**src/rtl/stvol_pkg.sv**
```systemverilog
// Package: shared constants, the per-channel setting type and the fine
// gain coefficient lookup for the stereo volume stage.
// Assumes Q1.15 unsigned coefficients and 4-bit fine and coarse fields.
package stvol_pkg;

    localparam int SAMPLE_W = 16;
    localparam int COEF_W   = 16;
    localparam int FRAC_W   = 15;
    localparam int FIELD_W  = 4;
    localparam int NUM_CH   = 2;
    localparam int FINE_TOP = 11;
    localparam int CFG_W    = 2 * FIELD_W;
    localparam int REG_W    = NUM_CH * CFG_W;

    typedef struct packed {
        logic [FIELD_W-1:0] fine;
        logic [FIELD_W-1:0] coarse;
    } chan_cfg_t;

    // Fine code to Q1.15 multiplier, round(32768 * 10^(k/40)); codes above 11 clamp.
    function automatic logic [COEF_W-1:0] fine_coef(input logic [FIELD_W-1:0] code);
        logic [FIELD_W-1:0] k;
        k = (code > FIELD_W'(FINE_TOP)) ? FIELD_W'(FINE_TOP) : code;
        case (k)
            4'd0:    fine_coef = 16'd32768;
            4'd1:    fine_coef = 16'd34710;
            4'd2:    fine_coef = 16'd36766;
            4'd3:    fine_coef = 16'd38945;
            4'd4:    fine_coef = 16'd41252;
            4'd5:    fine_coef = 16'd43697;
            4'd6:    fine_coef = 16'd46286;
            4'd7:    fine_coef = 16'd49029;
            4'd8:    fine_coef = 16'd51934;
            4'd9:    fine_coef = 16'd55011;
            4'd10:   fine_coef = 16'd58271;
            default: fine_coef = 16'd61723;
        endcase
    endfunction

endpackage

```
**src/rtl/stvol_reg.sv**
```systemverilog
// Module: volume register with per-channel field decode.
// Holds the 16-bit setting word. Channel 0 (left) takes the upper byte and
// the last channel (right) takes the lowest byte; inside each byte the fine
// field sits above the coarse field. Assumes a single writer.
module stvol_reg
    import stvol_pkg::*;
#(
    parameter int NCH = NUM_CH
) (
    input  logic                    clk,
    input  logic                    rst_n,
    input  logic                    wr,
    input  logic [NCH*CFG_W-1:0]    wdata,
    output logic [NCH*CFG_W-1:0]    rdata,
    output chan_cfg_t               cfg [NCH]
);

    logic [NCH*CFG_W-1:0] vol_q;

    // Store the setting word on a write strobe.
    always_ff @(posedge clk) begin
        if (!rst_n) begin
            vol_q <= '0;
        end else if (wr) begin
            vol_q <= wdata;
        end
    end

    assign rdata = vol_q;

    // Slice one byte per channel, first channel in the most significant byte.
    for (genvar ch = 0; ch < NCH; ch++) begin : g_slice
        localparam int LSB = (NCH - 1 - ch) * CFG_W;
        assign cfg[ch] = chan_cfg_t'(vol_q[LSB +: CFG_W]);
    end

    // a written word is read back on the next cycle
    p_readback_r2: assert property (@(posedge clk) disable iff (!rst_n)
        wr |=> (rdata == $past(wdata)));

    // without a write the stored word holds
    p_hold_r2: assert property (@(posedge clk) disable iff (!rst_n)
        !wr |=> $stable(rdata));

endmodule

```
**src/rtl/stvol_chan.sv**
```systemverilog
// Module: one channel of the volume datapath, two register stages.
// Stage 1 captures the sample with its coefficient and shift count.
// Stage 2 multiplies, rounds half up, clamps to the sample range and then
// shifts right arithmetically. Assumes that load2 follows load1 by one cycle.
module stvol_chan
    import stvol_pkg::*;
#(
    parameter int DATA_W = SAMPLE_W
) (
    input  logic                     clk,
    input  logic                     rst_n,
    input  logic                     load1,
    input  logic                     load2,
    input  logic signed [DATA_W-1:0] in_sample,
    input  chan_cfg_t                cfg,
    output logic signed [DATA_W-1:0] out_sample
);

    localparam int PW = DATA_W + COEF_W + 1;
    localparam logic signed [PW-1:0] HALF =
        $signed({{(PW-FRAC_W){1'b0}}, 1'b1, {(FRAC_W-1){1'b0}}});
    localparam logic signed [PW-1:0] SMAX =
        $signed({{(PW-DATA_W+1){1'b0}}, {(DATA_W-1){1'b1}}});
    localparam logic signed [PW-1:0] SMIN =
        $signed({{(PW-DATA_W+1){1'b1}}, {(DATA_W-1){1'b0}}});
    localparam logic [COEF_W-1:0] UNITY = fine_coef('0);

    logic signed [DATA_W-1:0] s1_sample;
    logic [COEF_W-1:0]        s1_coef;
    logic [FIELD_W-1:0]       s1_shift;
    logic signed [PW-1:0]     prod;
    logic signed [PW-1:0]     rnd;
    logic signed [DATA_W-1:0] sat;
    logic signed [DATA_W-1:0] scaled;

    // Stage 1: latch the sample together with the settings in force now.
    always_ff @(posedge clk) begin
        if (!rst_n) begin
            s1_sample <= '0;
            s1_coef   <= '0;
            s1_shift  <= '0;
        end else if (load1) begin
            s1_sample <= in_sample;
            s1_coef   <= fine_coef(cfg.fine);
            s1_shift  <= cfg.coarse;
        end
    end

    // Multiply, round half toward plus infinity, clamp, then shift.
    always_comb begin
        prod = PW'(s1_sample) * $signed({{(PW-COEF_W){1'b0}}, s1_coef});
        rnd  = (prod + HALF) >>> FRAC_W;
        if (rnd > SMAX) begin
            sat = SMAX[DATA_W-1:0];
        end else if (rnd < SMIN) begin
            sat = SMIN[DATA_W-1:0];
        end else begin
            sat = rnd[DATA_W-1:0];
        end
        scaled = sat >>> s1_shift;
    end

    // Stage 2: register the scaled sample; hold it between pairs.
    always_ff @(posedge clk) begin
        if (!rst_n) begin
            out_sample <= '0;
        end else if (load2) begin
            out_sample <= scaled;
        end
    end

    // unity coefficient with no shift passes the sample through
    p_unity_r4: assert property (@(posedge clk) disable iff (!rst_n)
        (load2 && s1_coef == UNITY && s1_shift == '0) |=> (out_sample == $past(s1_sample)));

    // the output never takes the opposite sign to the input
    p_sign_kept_r6: assert property (@(posedge clk) disable iff (!rst_n)
        load2 |=> (out_sample[DATA_W-1] == $past(s1_sample[DATA_W-1])));

    // the deepest coarse step leaves only 0 or -1
    p_coarse_floor_r7: assert property (@(posedge clk) disable iff (!rst_n)
        (load2 && s1_shift == '1) |=> (out_sample == '0 || out_sample == '1));

    // the output holds while no pair is delivered
    p_out_hold_r8: assert property (@(posedge clk) disable iff (!rst_n)
        !load2 |=> $stable(out_sample));

endmodule

```
**src/rtl/stvol_top.sv**
```systemverilog
// Module: stereo coarse/fine volume stage, top level.
// Accepts a valid-flagged left/right pair and returns the scaled pair two
// cycles later, with no backpressure. Each pair takes the register value
// present at its acceptance edge, so both channels see one setting.
module stvol_top
    import stvol_pkg::*;
(
    input  logic                       clk,
    input  logic                       rst_n,
    input  logic                       vol_wr,
    input  logic [REG_W-1:0]           vol_wdata,
    output logic [REG_W-1:0]           vol_rdata,
    input  logic                       in_valid,
    input  logic signed [SAMPLE_W-1:0] in_left,
    input  logic signed [SAMPLE_W-1:0] in_right,
    output logic                       out_valid,
    output logic signed [SAMPLE_W-1:0] out_left,
    output logic signed [SAMPLE_W-1:0] out_right
);

    chan_cfg_t                cfg    [NUM_CH];
    logic signed [SAMPLE_W-1:0] smp_in  [NUM_CH];
    logic signed [SAMPLE_W-1:0] smp_out [NUM_CH];
    logic                     s1_valid;

    stvol_reg #(.NCH(NUM_CH)) u_reg (
        .clk   (clk),
        .rst_n (rst_n),
        .wr    (vol_wr),
        .wdata (vol_wdata),
        .rdata (vol_rdata),
        .cfg   (cfg)
    );

    // Valid pipeline matching the two datapath stages.
    always_ff @(posedge clk) begin
        if (!rst_n) begin
            s1_valid  <= 1'b0;
            out_valid <= 1'b0;
        end else begin
            s1_valid  <= in_valid;
            out_valid <= s1_valid;
        end
    end

    assign smp_in[0] = in_left;
    assign smp_in[1] = in_right;
    assign out_left  = smp_out[0];
    assign out_right = smp_out[1];

    for (genvar ch = 0; ch < NUM_CH; ch++) begin : g_chan
        stvol_chan #(.DATA_W(SAMPLE_W)) u_chan (
            .clk        (clk),
            .rst_n      (rst_n),
            .load1      (in_valid),
            .load2      (s1_valid),
            .in_sample  (smp_in[ch]),
            .cfg        (cfg[ch]),
            .out_sample (smp_out[ch])
        );
    end

    // every accepted pair is delivered two cycles later
    p_latency_r8: assert property (@(posedge clk) disable iff (!rst_n)
        in_valid |-> ##2 out_valid);

    // out_valid has no cause other than an accepted pair
    p_no_spurious_r8: assert property (@(posedge clk) disable iff (!rst_n)
        out_valid |-> $past(in_valid, 2));

endmodule

```
**config.mk**
```make
export PLATFORM = sky130hd
export DESIGN_NAME = stvol_top
export DESIGN_NICKNAME = d
export VERILOG_FILES = /design/src/rtl/stvol_pkg.sv /design/src/rtl/stvol_reg.sv /design/src/rtl/stvol_chan.sv /design/src/rtl/stvol_top.sv
export SDC_FILE = /design/constraint.sdc
export NUM_CORES = 1
export LEC_CHECK = 0
export BUFFER_PORTS_ARGS = -buffer_cell sky130_fd_sc_hd__buf_4
export CORE_ASPECT_RATIO = 1.2
export CORE_MARGIN = 5
export CORE_UTILIZATION = 54
export DETAILED_ROUTE_END_ITERATION = 7
export PLACE_DENSITY = 0.71
export SETUP_SLACK_MARGIN = 0.3
export SYNTH_ARGS = -nofsm -noshare
export SYNTH_HDL_FRONTEND = slang
export SYNTH_SLANG_ARGS = --single-unit
```
**constraint.sdc**
```tcl
create_clock -name clk -period 7.61 [get_ports clk]
set_input_delay 0.3805 -clock clk [delete_from_list [all_inputs] [get_ports clk]]
set_output_delay 0.3805 -clock clk [all_outputs]
set_load 0.005 [all_outputs]
```
==> results_tabular.tex <==
\begin{tabular}{lr}
\hline
Metric & Value \\
\hline
\multicolumn{2}{l}{\textbf{CTS}} \\
\quad Root buffer cell & sky130\_fd\_sc\_hd\_\_clkbuf\_16 \\
\quad Htree depth & 4 \\
\quad Sinks on the clock net & 121 \\
\quad Clk buf depth & 2 \\
\quad Clock latency on the worst-skew pair & 0.46 ns \\
\quad Clock tree from TritonCTS & yes \\
\quad Number of CTS-inserted buffers & 17 \\
\quad Clk pin slew, worst setup/hold paths & 0.07 ns \\
\multicolumn{2}{l}{\textbf{Cells and area}} \\
\quad Area taken by flip-flops and latches & 0.00250 sq mm \\
\quad Ant diodes & 0 \\
\quad Most used cells in the layout excluding fill and tap cells & sky130\_fd\_sc\_hd\_\_inv\_1 (494), sky130\_fd\_sc\_hd\_\_fa\_1 (388), sky130\_fd\_sc\_hd\_\_nand2\_1 (364), sky130\_fd\_sc\_hd\_\_ha\_1 (244), sky130\_fd\_sc\_hd\_\_and2\_1 (228) \\
\quad Commonest non-fill, non-tap cell in the layout & sky130\_fd\_sc\_hd\_\_inv\_1 \\
\quad Final \#Nets & 3,596 \\
\quad Final instance count without filler cells & 3,534 \\
\quad Layout Utilization & 59.3\% \\
\quad Combined area of the multi-input logic cells & 0.0197 sq mm \\
\quad Ratio of cells with drive above 1 in the final layout & 10.7\% \\
\quad Finished Cell Area & 0.0267 sq mm \\
\quad Filler Cells Inserted & 4,049 \\
\quad Post-synthesis to final-layout area growth & 8.41\% \\
\multicolumn{2}{l}{\textbf{Logic synthesis}} \\
\quad Seq cells post-synth & 121 \\
\quad Number of library cell types mapped by synthesis & 102 \\
\quad Fraction of synthesized cell area in xor and xnor cells & 1.42\% \\
\quad Post-synthesis sequential area ratio & 9.84\% \\
\quad Total nets after synthesis & 3,567 \\
\quad Post-Synth Adder-Cell Area & 44.0\% \\
\quad Share of flip-flops with an asynchronous set or reset & 0\% \\
\quad Number of enable flip-flop cells after synthesis & 0 \\
\quad Top\_reg\_cell synth & sky130\_fd\_sc\_hd\_\_dfxtp\_1 \\
\quad Instance count of the mapped netlist & 2,883 \\
\quad Mean instance size in the synthesized netlist & 8.54 sq um \\
\quad Synth Area in Compound Gates & 12.2\% \\
\quad Total number of yosys warnings & 0 \\
\quad Cell area after synthesis & 0.0246 sq mm \\
\quad Post-synthesis mux area share & 4.38\% \\
\quad Fraction of the mapped netlist area in simple logic gates & 18.0\% \\
\quad Combinational family with the most area after synthesis & adder cells \\
\multicolumn{2}{l}{\textbf{Timing}} \\
\quad Number of setup violations in the final report & 0 \\
\quad Number of hold violations in the final report & 0 \\
\quad Relative max-transition margin & 22.0\% \\
\quad RSZ-0062 raised after global routing & no \\
\quad Pin slew with the least headroom to its limit & 1.17 ns \\
\quad Final setup skew & 0.0191 ns \\
\quad Worst Setup Slack, final & 0.583 ns \\
\quad WHS & 0.159 ns \\
\quad Final slew viol count & 0 \\
\quad Maximum clock frequency & 142 MHz \\
\quad Period utilisation layout & 92.3\% \\
\quad Min Tclk post-route & 7.03 ns \\
\quad Total Neg Setup Slack & 0 ns \\
\multicolumn{2}{l}{\textbf{Global routing}} \\
\quad Largest net degree at the start of global routing & 61 \\
\quad Wire length of the first global-routing pass & 113,000 microns \\
\quad Total global routing overflow & 0 \\
\quad Number of global-route vias before repair & 22,492 \\
\quad Antenna violations before repair & 1 \\
\quad Total Routing Usage GR & 28.0\% \\
\multicolumn{2}{l}{\textbf{Route}} \\
\quad Number of vias in the routed layout & 20,546 \\
\quad Length of the first detailed-routing pass in iterations & 6 \\
\quad ANT nets after route & 0 \\
\quad Starting DRC count in detailed routing & 1,409 \\
\quad Count of unresolved DRC violations after routing & 0 \\
\quad Via/cell ratio & 5.81 \\
\quad Routed WL & 67,500 microns \\
\quad Wirelength per Cell & 19.1 microns \\
\multicolumn{2}{l}{\textbf{Critical path}} \\
\quad Crit path max fanout & 17 \\
\quad CP max stage cell & sky130\_fd\_sc\_hd\_\_dfxtp\_2 \\
\quad Critical path's largest stage delay & 0.56 ns \\
\quad Crit path cell chain & nand2\_1 -> fa\_1 -> fa\_1 -> fa\_1 -> inv\_1 -> fa\_1 -> fa\_1 -> inv\_1 -> fa\_1 -> inv\_1 -> ha\_1 -> and4\_1 -> nand4\_1 -> a21o\_1 -> o21ai\_1 -> xnor2\_1 -> inv\_1 -> mux4\_2 -> a211oi\_1 -> o41ai\_1 -> a32o\_1 \\
\quad Cell repeated most along the worst path & sky130\_fd\_sc\_hd\_\_fa\_1 \\
\quad Crit path launch type & flop \\
\quad Critical path start-end classification & flop to flop \\
\quad Endpoint type of the worst setup path & flop \\
\quad Required time worst endpoint & 7.95 ns \\
\quad Crit path arrival time & 7.36 ns \\
\multicolumn{2}{l}{\textbf{Placement}} \\
\quad Count of input and output buffers & 100 \\
\quad Routability-driven placement congestion ratio & 0.930 \\
\quad Post-placement cell area & 0.0259 sq mm \\
\quad Half-perimeter wire length of the detailed placement result & 54,300 microns \\
\quad Post-placement setup slack & 0.195 ns \\
\quad Placed Cells incl. Taps & 3,494 \\
\multicolumn{2}{l}{\textbf{Die}} \\
\quad CORE AREA & 0.0450 sq mm \\
\quad Die span in y & 244 microns \\
\quad Die X-Extent & 205 microns \\
\quad Floorplan row count & 85 \\
\quad Num ports & 101 \\
\quad Area of the die & 0.0500 sq mm \\
\quad Initial core utilization & 54.7\% \\
\multicolumn{2}{l}{\textbf{Power and ir drop}} \\
\quad Power per unit of standard cell area & 120 mW/mm\^{}2 \\
\quad Total power draw & 3.19 mW \\
\quad Worst voltage drop across the vdd grid & 154 uV \\
\quad Leak pwr & 13.3 nW \\
\multicolumn{2}{l}{\textbf{Status}} \\
\quad Result of the run & finished, final reports clean \\
\multicolumn{2}{l}{\textbf{Hold path}} \\
\quad Type of the most critical hold path & input pin to flop \\
\multicolumn{2}{l}{\textbf{Flow run}} \\
\quad Number of maximum-capacitance constraint violations & 0 \\
\hline
\end{tabular}
==> state kept, by name, indices dropped and copies added (netlist names) <==
signal,count
out_valid,1
g_chan.u_chan.s1_shift,8
g_chan.u_chan.out_sample,32
s1_valid,1
g_chan.u_chan.s1_coef,31
g_chan.u_chan.s1_sample,32
u_reg.cfg,16
==> what timing repair did <==
item,in CTS,in global routing
hold buffers,0,0
setup buffers,0,8
gates resized for setup,10,59
pin swaps,0,5
endpoints found under the setup margin,7,30
==> synth_stat cells (9+ instances only) <==
master / n / area (sq um)
sky130_fd_sc_hd__inv_1: 495 / 1860
sky130_fd_sc_hd__fa_1: 388 / 7770
sky130_fd_sc_hd__nand2_1: 364 / 1370
sky130_fd_sc_hd__ha_1: 244 / 3050
sky130_fd_sc_hd__and2_1: 228 / 1430
sky130_fd_sc_hd__nor2_1: 157 / 589
sky130_fd_sc_hd__clkbuf_1: 125 / 469
sky130_fd_sc_hd__dfxtp_1: 121 / 2420
sky130_fd_sc_hd__a21oi_1: 105 / 526
sky130_fd_sc_hd__mux2i_1: 83 / 831
sky130_fd_sc_hd__o21ai_0: 77 / 385
sky130_fd_sc_hd__nand2b_1: 36 / 225
sky130_fd_sc_hd__nand3_1: 29 / 145
sky130_fd_sc_hd__nor3_1: 26 / 130
sky130_fd_sc_hd__xnor2_1: 25 / 219
sky130_fd_sc_hd__a211oi_1: 23 / 173
sky130_fd_sc_hd__a31oi_1: 23 / 144
sky130_fd_sc_hd__o211ai_1: 23 / 173
sky130_fd_sc_hd__a21o_1: 18 / 135
sky130_fd_sc_hd__nor2b_1: 18 / 113
sky130_fd_sc_hd__o21ai_1: 16 / 80.1
sky130_fd_sc_hd__xor2_1: 15 / 131
sky130_fd_sc_hd__nand4_1: 14 / 87.6
sky130_fd_sc_hd__buf_2: 13 / 65.1
sky130_fd_sc_hd__and3_1: 10 / 62.6
sky130_fd_sc_hd__mux4_2: 9 / 203
==> critical path: cells and delay by family (launching register included) <==
kind | cells | cell delay, ns
simple gates | 3 | 0.61
flops | 1 | 0.56
compound gates | 5 | 1.28
mux | 1 | 0.49
xor+xnor | 1 | 0.23
buf+inv | 4 | 0.24
fa+ha+maj | 7 | 3.49
==> routing by layer <==
layer / wire length, microns / vias up / GRT usage [%]
met2: 35500 / 732 / 51.1
met4: 4350 / 2 / 15.7
met3: 3080 / 269 / 3.25
met1: 24500 / 10242 / 31.5
li1: - / 9301 / -
met5: 12 / - / 0
==> logic make-up (layout without fill, tap and decap cells) <==
family / count (synthesis) / in the layout
mux: 96 / 96
fa+ha+maj: 632 / 632
simple gates: 914 / 914
compound gates: 430 / 430
flops: 121 / 121
buf+inv: 650 / 692
xor+xnor: 40 / 40
==> final timing paths <==
kind / from / endpoint / slack [ns] / cells past startpoint
worst max-delay path: g_chan[0].u_chan.s1_sample[2]$_SDFFE_PN0P_ / g_chan[0].u_chan.out_sample[6]$_SDFFE_PN0P_ / 0.58 / 21
worst min-delay path: in_left[11] / g_chan[0].u_chan.s1_sample[11]$_SDFFE_PN0P_ / 0.16 / 3
worst max register to register: g_chan[0].u_chan.s1_sample[2]$_SDFFE_PN0P_ / g_chan[0].u_chan.out_sample[6]$_SDFFE_PN0P_ / 0.58 / 21
worst min register to register: g_chan[0].u_chan.out_sample[14]$_SDFFE_PN0P_ / g_chan[0].u_chan.out_sample[14]$_SDFFE_PN0P_ / 0.45 / 1
==> power breakdown <==
group / leakage [nW] / internal [mW] / total, mW / switching, mW
combinational: 12.0 / 0.642 / 1.57 / 0.931
clock: 0.268 / 0.487 / 0.806 / 0.320
sequential: 1.01 / 0.683 / 0.810 / 0.127
==> cell type report <==
| class | count | share of cell area, % |
|---|---|---|
| Inverter | 500 | 7.03 |
| Sequential cell | 121 | 9.39 |
| Multi-Input combinational cell | 2112 | 74.0 |
| Tap cell | 609 | 2.86 |
| Clock inverter | 12 | 0.474 |
| Clock buffer | 20 | 1.67 |
| Timing Repair Buffer | 160 | 4.56 |
Power figures use the tool's default switching activity.
